File: src/rtl/rrw_pkg.sv
// Package rrw_pkg
// Shared constants and types for the ring record writer.
// Assumes a fixed record layout: seven field quadwords and one status quadword.
package rrw_pkg;
    localparam int QW_W       = 64;
    localparam int FIELD_CNT  = 7;
    localparam int QW_PER_REC = FIELD_CNT + 1;
    localparam int BEAT_W     = $clog2(QW_PER_REC);
    localparam int QW_SHIFT   = $clog2(QW_W / 8);
    localparam int SLOT_SHIFT = QW_SHIFT + BEAT_W;
    localparam int STAT_W     = QW_W - 1;

    typedef logic [QW_W-1:0] qword_t;

    typedef enum logic {
        SEQ_IDLE = 1'b0,
        SEQ_BUSY = 1'b1
    } seq_state_t;

    // Build the status quadword: phase flag on top, status bits below.
    function automatic qword_t make_status(input logic phase, input logic [STAT_W-1:0] bits);
        return {phase, bits};
    endfunction
endpackage

File: src/rtl/rrw_beat_seq.sv
// Module rrw_beat_seq
// Steps through the eight quadword beats of one record.
// Assumes start is only raised while idle. It reports busy, the current beat
// number, and a strobe on the final (status) beat.
module rrw_beat_seq
    import rrw_pkg::*;
(
    input  logic              clk,
    input  logic              rst_n,
    input  logic              start,
    output logic              busy,
    output logic [BEAT_W-1:0] beat,
    output logic              last
);
    localparam logic [BEAT_W-1:0] LAST_BEAT = BEAT_W'(QW_PER_REC - 1);

    seq_state_t state_q;
    logic [BEAT_W-1:0] beat_q;

    // Move between idle and busy and count the beats while busy.
    always_ff @(posedge clk) begin
        if (!rst_n) begin
            state_q <= SEQ_IDLE;
            beat_q  <= '0;
        end else begin
            case (state_q)
                SEQ_IDLE: begin
                    if (start) begin
                        state_q <= SEQ_BUSY;
                        beat_q  <= '0;
                    end
                end
                SEQ_BUSY: begin
                    if (beat_q == LAST_BEAT) begin
                        state_q <= SEQ_IDLE;
                        beat_q  <= '0;
                    end else begin
                        beat_q <= beat_q + 1'b1;
                    end
                end
                default: begin
                    state_q <= SEQ_IDLE;
                    beat_q  <= '0;
                end
            endcase
        end
    end

    // Decode the outputs from the registered state.
    always_comb begin
        busy = (state_q == SEQ_BUSY);
        beat = beat_q;
        last = busy && (beat_q == LAST_BEAT);
    end
endmodule

File: src/rtl/rrw_slot_ptr.sv
// Module rrw_slot_ptr
// Holds the ring slot index and the phase flag.
// Assumes a power-of-two ring (SLOT_W >= 1). The flag resets to 1 and inverts
// when the index wraps from the last slot to zero.
module rrw_slot_ptr #(
    parameter int SLOT_W = 3
) (
    input  logic              clk,
    input  logic              rst_n,
    input  logic              advance,
    output logic [SLOT_W-1:0] slot,
    output logic              phase
);
    localparam logic [SLOT_W-1:0] TOP_SLOT = {SLOT_W{1'b1}};

    logic [SLOT_W-1:0] slot_q;
    logic              phase_q;

    // Step to the next slot after a record is done, inverting the flag on wrap.
    always_ff @(posedge clk) begin
        if (!rst_n) begin
            slot_q  <= '0;
            phase_q <= 1'b1;
        end else if (advance) begin
            if (slot_q == TOP_SLOT) begin
                slot_q  <= '0;
                phase_q <= ~phase_q;
            end else begin
                slot_q <= slot_q + 1'b1;
            end
        end
    end

    // Drive the outputs.
    always_comb begin
        slot  = slot_q;
        phase = phase_q;
    end
endmodule

File: src/rtl/rrw_rec_hold.sv
// Module rrw_rec_hold
// Captures one record when it is accepted and picks the quadword for each beat.
// Assumes load is a one-cycle pulse at acceptance. The inputs may change
// freely after that.
module rrw_rec_hold
    import rrw_pkg::*;
(
    input  logic                      clk,
    input  logic                      rst_n,
    input  logic                      load,
    input  logic [FIELD_CNT*QW_W-1:0] fields_in,
    input  logic [STAT_W-1:0]         status_in,
    input  logic                      phase,
    input  logic [BEAT_W-1:0]         beat,
    output qword_t                    word
);
    qword_t            field_q [FIELD_CNT];
    logic [STAT_W-1:0] status_q;
    qword_t            beat_words [QW_PER_REC];

    // One capture register per field quadword.
    for (genvar k = 0; k < FIELD_CNT; k++) begin : g_field
        // Capture field k when a record is accepted.
        always_ff @(posedge clk) begin
            if (!rst_n) begin
                field_q[k] <= '0;
            end else if (load) begin
                field_q[k] <= fields_in[k*QW_W +: QW_W];
            end
        end
        assign beat_words[k] = field_q[k];
    end

    // Capture the status bits when a record is accepted.
    always_ff @(posedge clk) begin
        if (!rst_n) begin
            status_q <= '0;
        end else if (load) begin
            status_q <= status_in;
        end
    end

    assign beat_words[QW_PER_REC-1] = make_status(phase, status_q);

    // Select the quadword for the current beat.
    always_comb begin
        word = beat_words[beat];
    end
endmodule

File: src/rtl/rec_ring_writer.sv
// Module rec_ring_writer
// Writes each accepted record as eight quadwords into one slot of a circular
// buffer: seven field quadwords, then the status quadword carrying the phase
// flag. Assumes ring_base is 64-byte aligned and stable, and that the memory
// takes one write per cycle without stalling.
module rec_ring_writer
    import rrw_pkg::*;
#(
    parameter int RING_LOG2 = 3,
    parameter int ADDR_W    = 32
) (
    input  logic                      clk,
    input  logic                      rst_n,
    input  logic [ADDR_W-1:0]         ring_base,
    input  logic                      rec_valid,
    output logic                      rec_ready,
    input  logic [FIELD_CNT*QW_W-1:0] rec_fields,
    input  logic [STAT_W-1:0]         rec_status,
    output logic                      mem_wr,
    output logic [ADDR_W-1:0]         mem_addr,
    output logic [QW_W-1:0]           mem_wdata
);
    localparam int SLOT_W = RING_LOG2;
    localparam int OFS_W  = SLOT_W + SLOT_SHIFT;

    logic              busy;
    logic              last_beat;
    logic              accept;
    logic [BEAT_W-1:0] beat;
    logic [SLOT_W-1:0] slot;
    logic              phase;
    logic [OFS_W-1:0]  offset;
    qword_t            word;

    // Handshake: a record is taken only while no record is being written.
    always_comb begin
        rec_ready = !busy;
        accept    = rec_valid && !busy;
    end

    rrw_beat_seq u_seq (
        .clk   (clk),
        .rst_n (rst_n),
        .start (accept),
        .busy  (busy),
        .beat  (beat),
        .last  (last_beat)
    );

    rrw_slot_ptr #(.SLOT_W(SLOT_W)) u_ptr (
        .clk     (clk),
        .rst_n   (rst_n),
        .advance (last_beat),
        .slot    (slot),
        .phase   (phase)
    );

    rrw_rec_hold u_hold (
        .clk       (clk),
        .rst_n     (rst_n),
        .load      (accept),
        .fields_in (rec_fields),
        .status_in (rec_status),
        .phase     (phase),
        .beat      (beat),
        .word      (word)
    );

    // Form the byte address from slot and beat, and drive the write port.
    always_comb begin
        offset    = {slot, beat, {QW_SHIFT{1'b0}}};
        mem_addr  = ring_base + ADDR_W'(offset);
        mem_wr    = busy;
        mem_wdata = word;
    end
endmodule

File: config.mk
export PLATFORM = sky130hd
export DESIGN_NAME = rec_ring_writer
export DESIGN_NICKNAME = d
export VERILOG_FILES = /design/src/rtl/rrw_pkg.sv /design/src/rtl/rrw_beat_seq.sv /design/src/rtl/rrw_slot_ptr.sv /design/src/rtl/rrw_rec_hold.sv /design/src/rtl/rec_ring_writer.sv
export SDC_FILE = /design/constraint.sdc
export NUM_CORES = 1
export LEC_CHECK = 0
export BUFFER_PORTS_ARGS = -buffer_cell sky130_fd_sc_hd__buf_2
export CAP_MARGIN = 10
export CORE_AREA = 3 3 247 249
export CTS_BUF_LIST = sky130_fd_sc_hd__clkbuf_4 sky130_fd_sc_hd__clkbuf_8
export CTS_CLUSTER_SIZE = 25
export DETAILED_ROUTE_END_ITERATION = 7
export DIE_AREA = 0 0 250 252
export PLACE_DENSITY = 0.64
export SLEW_MARGIN = 25
export SYNTH_ARGS = -nofsm -noshare
export SYNTH_HDL_FRONTEND = slang
export SYNTH_SLANG_ARGS = --single-unit
File: constraint.sdc
create_clock -name clk -period 13.6 [get_ports clk]
set_clock_uncertainty 0.05 [all_clocks]
set_input_delay 2.04 -clock clk [delete_from_list [all_inputs] [get_ports clk]]
set_output_delay 2.04 -clock clk [all_outputs]
set_load 0.01 [all_outputs]
==> results.toml <==
[clock_tree]
cts_max_level = 3
cts.sink_count = 519
tritoncts = "built"
clock_insertion_delay_worst_skew_ns = 0.62
clk_transition_reported_paths_ns = 0.05
post_cts_resize_count = 0
hold_buffers = 0
ctsRootBufferMaster = "sky130_fd_sc_hd__clkbuf_8"
post-cts-setup-buffers = 0
cts-buffers-inserted = 88
cts.path.max_buffers = 3

[power]
clock_power_share = 0.386
worst_ir_drop_on_vdd_uv = 71.11
power_switching_mw = 0.8573
cellInternalPower_mw = 2.874
leakage_nw = 11.93
p_seq_frac = 0.511
comb_power_share = 0.103
cellPowerDensity_nw_per_um2 = 129.0
power.share.switching = 0.2298

[drt]
final_antenna_net_count = 0
post-route-drc-count = 0
drt-wirelength-per-cell_microns = 21.87
drt-pass1-iter-count = 5
drtIter0Drc = 1070
avgViaCountPerCell = 4.980
via_count_of_the_routed_design = 14750
finalWirelength_mm = 64.76

[hold_path]
worst_hold_path_type = "register to register"

[timing]
share_of_the_clock_period_used_by_the_worst_path_after_layout = 0.4682
setup-violations-final = 0
totalNegativeSetupSlack_ns = 0
setup_slack_ns = 7.233
final-max-slew-violation-count = 0
final.hold.worst_slack_ns = 0.4266
worst_pin_slew_ns = 1.095
slew_headroom = 0.2697
timing_hold_violations_final = 0
final.min_clock_period_ns = 6.367
rsz0062_at_grt = "false"
clock.fmax_mhz = 157.1

[setup_path]
most_used_cell_cp = "sky130_fd_sc_hd__buf_2"
path_buf_inv = 2
arrival_ns = 4.28
worst_path_largest_cell_delay_ns = 0.45
crit_path_cell_trace = "buf_2, ha_1, fa_1, a21o_1, a221oi_2, nor2b_1, nand4_1, xnor2_1, buf_2"
path_class = "input pin to primary output"
setup.worst_path.start_class = "input pin"
critical-path-top-delay-family = "compound AO/OA/AOI/OAI gates"
crit_path_top_delay_cell = "sky130_fd_sc_hd__a221oi_2"
critPathRequiredTime_ns = 11.51
cp_max_fo = 6
cp-end-kind = "primary output"

[floorplanning]
core_area_sq_um = 58910
die_width_microns = 250
placement_rows = 89
floorplan.die.height_microns = 252
dieArea_sq_um = 63000
initial_core_util = 0.3935
io_pins = 644

[grt]
grt_util_all_layers = 0.1997
maximum_number_of_pins_on_one_net_before_global_route_repair = 180
grt_pass1_wl_mm = 94.70
globalRoute.totalOverflow = 0
gr-usage-met1 = 0.2459
grt_pass1_vias = 15600
busiest_layer = "met2"
gr-usage-met2 = 0.3328
grtUsageMet3 = 0.05412
grt_antenna_before_repair = 45

[placement]
port-buffer-count = 637
place_worst_setup_slack_ns = 7.217
detailed_place_hpwl_mm = 45.14
place.gp.congestion = 0.9140

[logic_synthesis]
synth_cells = 1441
synth.yosys.seq_area_share = 0.6417
synth_area_leaders = "sky130_fd_sc_hd__edfxtp_1, sky130_fd_sc_hd__mux4_2, sky130_fd_sc_hd__and2_1, sky130_fd_sc_hd__dfxtp_1, sky130_fd_sc_hd__mux2_2"
postSynthAreaPerCell_sq_um = 16.08
netlist-cell-type-count = 37
synth_warnings = 0
synth_seq_cells = 519
share_of_synthesized_flip_flops_with_an_asynchronous_set_or_reset = 0
mappedNetlistNets = 1998
synth-edff-count = 448
yosys.area.top_type = "sky130_fd_sc_hd__edfxtp_1"
mappedNetlistArea_sq_um = 23180
synth_top_cell_area_share = 0.5804
synth_top_flop_cell = "sky130_fd_sc_hd__edfxtp_1"

[cells_and_area]
post_route_cells_drive_above_1_share = 0.4668
top_library_cells_by_usage_in_the_layout_fill_and_taps_aside = "sky130_fd_sc_hd__buf_2, sky130_fd_sc_hd__and2_1, sky130_fd_sc_hd__edfxtp_1"
layout_commonest_cell = "sky130_fd_sc_hd__buf_2"
final_nets = 2634
postLayoutCoreUtil = 0.4909
areaGrowthSynthToFinish_pct = 24.75

[status]
outcome = "finished clean"

[run]
number_of_max_cap_violations = 0
==> area by class of cell <==
class,count,area (sq um)
diodes,37,92.59
fillers,5180,29990
flip-flops and latches,519,14890
multi-input cells,815,7792
clock buffers,140,1689
inverters,2,15.01
clock inverters,24,156.4
well taps,773,967.2
repair buffers,651,3317
==> through the flow <==
step / instance area (sq um) / cells / total power, mW
finish: 28920 / 2961 / 3.731
global route: 28890 / 2952 / 3.892
CTS: 28810 / 2924 / 3.782
detailed placement: 26970 / 2760 / 2.328
global placement: 26970 / 2760 / 2.315
floorplan: 23180 / 1441 / 2.180
==> power groups by stage <==
stage | Combinational, mW | Sequential (mW) | Clock, mW
5_1_grt | 0.418 | 1.92 | 1.56
3_5_place_dp | 0.388 | 1.94 | 0
6_report | 0.384 | 1.91 | 1.44
2_1_floorplan | 0.231 | 1.95 | 0
3_3_place_gp | 0.384 | 1.93 | 0
4_1_cts | 0.391 | 1.91 | 1.48
==> path summary, 6_finish.rpt <==
check	start	end	slack (ns)	cells past startpoint
worst max-delay path	ring_base[3]	mem_addr[21]	7.23	9
worst min-delay path	u_hold.status_q[36]$_SDFFE_PN0P_	u_hold.status_q[36]$_SDFFE_PN0P_	0.43	1
worst max register to register	u_seq.busy$_SDFF_PN0_	u_hold.field_q[1][94]$_SDFFCE_PN0P_	10.63	5
worst min register to register	u_hold.status_q[36]$_SDFFE_PN0P_	u_hold.status_q[36]$_SDFFE_PN0P_	0.43	1
==> sequential cells by signal, summed over array words and instances (netlist names) <==
signal and count:
u_hold.field_q 448, u_hold.status_q 63, u_ptr.slot 3, u_seq.beat 3
u_ptr.phase 1, u_seq.busy 1
==> layer usage <==
| metal | wire length, microns | vias up |
|---|---|---|
| li1 | - | 6731 |
| met1 | 25790 | 7350 |
| met2 | 32740 | 532 |
| met3 | 4576 | 117 |
| met4 | 1574 | 16 |
| met5 | 85 | - |
==> cells by family after synthesis <==
group,count (synthesis),share of synthesized area
AOI/OAI and AO/OA,81,0.02931
and+or+nand+nor,503,0.1343
muxes,192,0.1555
xor gates and xnor gates,28,0.01058
DFF,519,0.6417
buffers and inverters,107,0.02240
adders and majority gates,11,0.006262
==> synth_stat cells, types with 8 or more instances <==
library cell	n
sky130_fd_sc_hd__ha_1	10
sky130_fd_sc_hd__dfxtp_1	71
sky130_fd_sc_hd__buf_2	19
sky130_fd_sc_hd__a22o_1	63
sky130_fd_sc_hd__buf_6	11
sky130_fd_sc_hd__edfxtp_1	448
sky130_fd_sc_hd__clkbuf_1	61
sky130_fd_sc_hd__xnor2_1	22
sky130_fd_sc_hd__nand2_1	13
sky130_fd_sc_hd__buf_1	11
sky130_fd_sc_hd__and2_1	450
sky130_fd_sc_hd__mux4_2	128
sky130_fd_sc_hd__mux2_2	64
sky130_fd_sc_hd__nand3_1	8
Note: power is estimated with default switching activity, not from simulation.
